--- config.mk ---
export PLATFORM = sky130hd
export DESIGN_NAME = sync_timing_gen
export DESIGN_NICKNAME = d
export VERILOG_FILES = /design/src/rtl/sync_timing_gen.sv
export SDC_FILE = /design/constraint.sdc
export NUM_CORES = 1
export LEC_CHECK = 0
export BUFFER_PORTS_ARGS = -buffer_cell sky130_fd_sc_hd__buf_4
export CAP_MARGIN = 15
export CELL_PAD_IN_SITES_DETAIL_PLACEMENT = 0
export CELL_PAD_IN_SITES_GLOBAL_PLACEMENT = 1
export CORE_ASPECT_RATIO = 1.2
export CORE_MARGIN = 2
export CORE_UTILIZATION = 45
export DETAILED_ROUTE_END_ITERATION = 10
export PLACE_DENSITY = 0.93
export SETUP_SLACK_MARGIN = 0.3
export SLEW_MARGIN = 15
export SYNTH_ARGS = -nofsm -noshare
export SYNTH_HDL_FRONTEND = slang
export SYNTH_SLANG_ARGS = --single-unit
--- constraint.sdc ---
create_clock -name clk -period 6.3 [get_ports clk]
set_input_delay 0.63 -clock clk [delete_from_list [all_inputs] [get_ports clk]]
set_output_delay 0.63 -clock clk [all_outputs]
set_load 0.01 [all_outputs]
--- src/rtl/sync_timing_gen.sv ---
module sync_timing_gen #(
  parameter int HS_LEN     = 76,
  parameter int BP_LEN     = 128,
  parameter int ACT_LEN    = 720,
  parameter int FP_LEN     = 73,
  parameter int ACT_LINES  = 240,
  parameter int PRE_LINES  = 3,
  parameter int VS_LINES   = 3,
  parameter int POST_LINES = 14,
  localparam int LNW = (ACT_LINES > 1) ? $clog2(ACT_LINES) : 1
) (
  input  logic           clk,
  input  logic           rst,
  input  logic [3:0]     pix_in,
  output logic [7:0]     video_out,
  output logic           pix_window,
  output logic [LNW-1:0] line_num,
  output logic           frame_start
);

  localparam int LINE_LEN = HS_LEN + BP_LEN + ACT_LEN + FP_LEN;
  localparam int PW       = $clog2(LINE_LEN);
  localparam int WIN_LO   = HS_LEN + BP_LEN;
  localparam int WIN_HI   = WIN_LO + ACT_LEN;
  localparam int MAX_A    = (ACT_LINES > PRE_LINES) ? ACT_LINES : PRE_LINES;
  localparam int MAX_B    = (VS_LINES > POST_LINES) ? VS_LINES : POST_LINES;
  localparam int MAXL     = (MAX_A > MAX_B) ? MAX_A : MAX_B;
  localparam int CW       = $clog2(MAXL + 1);

  typedef enum logic [1:0] {SEG_ACT, SEG_PRE, SEG_VS, SEG_POST} seg_t;

  seg_t          seg;
  logic [PW-1:0] phase;
  logic [CW-1:0] lcnt;
  logic [CW-1:0] seg_lines;

  always_comb begin
    case (seg)
      SEG_ACT: seg_lines = CW'(ACT_LINES);
      SEG_PRE: seg_lines = CW'(PRE_LINES);
      SEG_VS:  seg_lines = CW'(VS_LINES);
      default: seg_lines = CW'(POST_LINES);
    endcase
  end

  wire line_end = (phase == PW'(LINE_LEN - 1));
  wire seg_end  = (lcnt == seg_lines - CW'(1));
  wire hs_now   = (phase < PW'(HS_LEN));
  wire in_win   = (phase >= PW'(WIN_LO)) && (phase < PW'(WIN_HI));
  wire act_seg  = (seg == SEG_ACT);
  wire vs_seg   = (seg == SEG_VS);

  always_ff @(posedge clk) begin
    if (rst) begin
      phase <= '0;
      lcnt  <= '0;
      seg   <= SEG_ACT;
    end else begin
      phase <= line_end ? '0 : phase + PW'(1);
      if (line_end) begin
        if (seg_end) begin
          lcnt <= '0;
          seg  <= seg_t'(seg + 2'd1);
        end else begin
          lcnt <= lcnt + CW'(1);
        end
      end
    end
  end

  always_ff @(posedge clk) begin
    if (rst) begin
      video_out   <= '0;
      pix_window  <= 1'b0;
      line_num    <= '0;
      frame_start <= 1'b0;
    end else begin
      video_out   <= {(act_seg && in_win) ? pix_in : 4'h0, vs_seg, hs_now, 2'b00};
      pix_window  <= act_seg && in_win;
      line_num    <= act_seg ? LNW'(lcnt) : '0;
      frame_start <= act_seg && (lcnt == '0) && (phase == '0);
    end
  end

  p_frame_start_sync_r9: assert property (@(posedge clk) disable iff (rst)
    frame_start |-> (video_out == 8'h04) && (line_num == '0));

  p_window_clear_of_sync_r3: assert property (@(posedge clk) disable iff (rst)
    pix_window |-> (video_out[3:2] == 2'b00));

  p_vsync_enters_on_hsync_r6: assert property (@(posedge clk) disable iff (rst)
    $rose(video_out[3]) |-> video_out[2]);

  p_nibble_idle_r7: assert property (@(posedge clk) disable iff (rst)
    !pix_window |-> (video_out[7:4] == 4'h0));

endmodule

==> results.txt <==
The count of endpoints failing hold in the final timing report is 0. The insertion delay of the later-clocked pin in the worst-skew pair is 0.29 ns. The largest single stage delay on the critical path is around 0.5 ns. The distinct cell type count of the synthesized netlist came out at 39. The number of design rule violations left after detail routing is 2.

Based on the critical path, the design can be clocked at up to roughly 430 MHz. Setup violations remaining at the end of the flow were counted as 0. The synthesized instance count came out at 175. The share of power burned in the clock network is 0.466. The flow ran to the end, but the final reports show violations. The area of the core region came out at 0.00340 sq mm. The final routed wire length divided by cell count came out at approximately 14 um.

The total of hold buffers inserted after clock tree synthesis came out at 0. The worst-case clock skew came out at a little over 0.004 ns. The power density over cell area came out at ~250 mW/mm^2. The slew of the pin with the lowest slew margin came out at around 0.55 ns.

In this run the tool buffered the top-level ports with 21 buffer cells. The post-layout minimum cycle time came out at about 2.3 ns. The tree is rooted in a sky130_fd_sc_hd__clkbuf_8. Across the run, the number of max-cap violations was 0. The critical path data required time is 6.48 ns. The row count is 23. The pre-antenna-repair detailed-routing pass consisted of 7 iterations. Setup repair after global routing left no endpoint under its margin.

The min-delay analysis places its worst path in the category register to register. The largest area contributor in the netlist is sky130_fd_sc_hd__dfxtp_1. Traced cell by cell, the critical path runs through inv_1 > ha_1 > or3b_4 > or3_1 > nor3_1 > mux2_2. The area growth from synthesis to final layout is 17.9%.

Buffers inserted during clock tree synthesis total 5. The count of flip-flops with a built-in enable after synthesis is 0. After synthesis, the most frequently instantiated cells are sky130_fd_sc_hd__dfxtp_1 (36), sky130_fd_sc_hd__nor2_1 (23), sky130_fd_sc_hd__xnor2_1 (15). The portion of total power attributed to sequential cells is 0.496. After clock tree synthesis, the clock-pin slew on the worst setup and hold paths is ~0.070 ns. The launch point of the worst path is phase[0].

The worst setup path is launched from a register. The vias after detailed routing is between 1000 and 1500. TritonCTS built the clock tree.

The met2 capacity usage during global routing is 0.290. The worst setup path is of the register to register kind. The kind of end point of the critical path is a register.

Using the TritonRoute via totals, the vias-per-cell ratio works out to 5.40. The via count of the first global-routing pass came to ~1200. The number of flip-flops and latches in the synthesized netlist came out at 36.

The number of cells upsized or downsized after cts came out at 0. The number of antenna violations at the first check in global routing came out at 0. The synthesized area per cell came out at ~9.2 sq um. The antenna diode instance count came out at 0. The biggest fanout along the worst timing path came out at 8. Entering global routing, the biggest net connects 12 pins.

The summed instance area of the synthesized netlist came out at between 0.0015 and 0.002 sq mm. The instance area after placement came out at 0.00177 sq mm. Counting flops with an async set or reset pin after synthesis yields a share of 0.

The net count reported at finish is 210. The effective utilization at floorplan is 0.475. The deepest level of the CTS H-tree is 2. In this run, the number of DRC markers left after iteration 0 of detailed routing was 50. The hold path startpoint is phase[0]. The total overflow left after global routing is 0. Summed over all nets, the switching power comes to approximately 90 uW. The post-CTS repair timing setup buffer count is 0. The count of fill cells added during filler insertion came out at roughly 310.

The number of warnings printed during yosys synthesis came out at 0. The number of clock sinks came out at 36. The internal power contribution is approximately 380 uW. No sink is reached through more buffers than the 2 on the longest clock path.

Of the total power, combinational logic draws 0.038. The die is roughly 59 um wide. The global routing usage on met1 came out at 0.182. The placer congestion estimate came out at roughly 0.86. At the end of the flow the core is filled with cells to 0.559. On the critical path, the stage with the largest delay is an instance of sky130_fd_sc_hd__or3_1. The part of the cycle the worst path needs is 0.371. Among all flip-flop cells after synthesis, the most frequent one is sky130_fd_sc_hd__dfxtp_1. Ranked by total cell area, the synthesized netlist is headed by sky130_fd_sc_hd__dfxtp_1 (45%), sky130_fd_sc_hd__xnor2_1 (8.2%), sky130_fd_sc_hd__ha_1 (6.2%). The net switching fraction of the power came out at 0.195. The design draws between 400 and 500 uW.

The number of slew-limit violations in the final report came to 0. Data arrives at the worst endpoint at 2.52 ns. The worst register-to-register path begins at phase[0]. After global routing, the most crowded layer is met2.

The analysis attributes to cell leakage a power of around 0.00075 uW. The leading cell type by number of instances after synthesis is sky130_fd_sc_hd__dfxtp_1. The worst slew margin relative to its limit is 0.633.

The final reports fail on DRC. The global-route track usage on met3 is 0.0560. For this design the top-level I/O count stands at 24.

After routing the design area is about 0.0019 sq mm. Once detail routing completed, the nets flagged for antenna violations numbered 0. The top-area cell type share of the netlist area came out at 0.447.

The first global-routing pass estimated 5330 um of wire. The share of cells above drive strength 1 is 0.173. The area of the die is 0.00408 sq mm. The HPWL reported at the end of detailed placement came out at approximately 2400 um. The total negative slack for setup checks came out at 0 ns. Across the VDD grid, the largest voltage drop is 0.157 mV.

The sequential share of the synthesized area is 0.447. Wires add up to roughly 3200 um. The global router's overall resource usage came out at 0.171. The height of the chip is between 60 and 70 um.
-- path summary, 6_finish.rpt --
| path | endpoint | slack, ns | depth (start not counted) |
|---|---|---|---|
| setup / recovery | seg[0] | 3.96 | 6 |
| hold / removal | phase[0] | 0.48 | 1 |
| setup reg to reg | seg[0] | 3.96 | 6 |
| hold reg to reg | phase[0] | 0.48 | 1 |
-- power groups by stage --
stage / combinational (uW) / sequential, uW / clock (uW)
floorplan: 12.2 / 237 / 0
global placement: 17.8 / 238 / 0
detailed placement: 18.0 / 238 / 0
CTS: 18.0 / 233 / 222
global route: 19.7 / 233 / 230
finish: 17.9 / 233 / 219
-- flip-flops by register name (all words and copies together), names as in the netlist --
signal and cells:
lcnt 8, video_out 6, phase 10, pix_window 1, frame_start 1, seg 2
line_num 8
-- per-layer routing --
layer | vias up | share of wire
li1 | 629 | -
met1 | 594 | 0.40
met2 | 35 | 0.52
met3 | 6 | 0.055
met4 | 0 | 0.020
met5 | - | 0
-- cells in the final DEF (no fill, tap or decap), drive strengths merged, types with 7 or more instances in the layout --
master and instances:
inv 11, buf 21, and2 9, dfxtp 36, xnor2 15, nor2 23, nand2 10, nand3 9
ha 8, clkbuf 7
-- logic make-up after synthesis --
family                     Yosys count  share of synthesized area
muxes                                2                     0.0132
other                                1                    0.00233
buffers and inverters               19                     0.0543
adders and majority gates            8                     0.0621
and+or+nand+nor                     79                      0.263
xor gates and xnor gates            18                     0.0978
DFF                                 36                      0.447
AOI/OAI and AO/OA                   12                     0.0598
-- worst max-delay path: cells and delay by family, from the launching register on --
family	cells	cell delay, ns
adders and majority gates	1	0.15
buffers and inverters	1	0.07
DFF	1	0.35
muxes	1	0.38
and+or+nand+nor	3	1.28
-- cell type report --
cell class	instances	area, sq um	share of cell area
clock buffer	7	96.3	0.0507
clock inverter	1	30.0	0.0158
inverter	11	41.3	0.0217
multi-input combinational	121	807	0.425
sequential	36	721	0.379
tap	37	46.3	0.0244
timing repair buffer	21	158	0.0830
-- per-stage QoR --
step                setup WS [ns]  hold slack, ns  instances
finish                       3.96           0.480        234
global route                 3.85           0.501        234
CTS                          3.95           0.486        234
floorplan                    4.13           0.441        176
global placement             4.06           0.455        226
detailed placement           3.95           0.470        226
(Power assumes the default switching activity.)
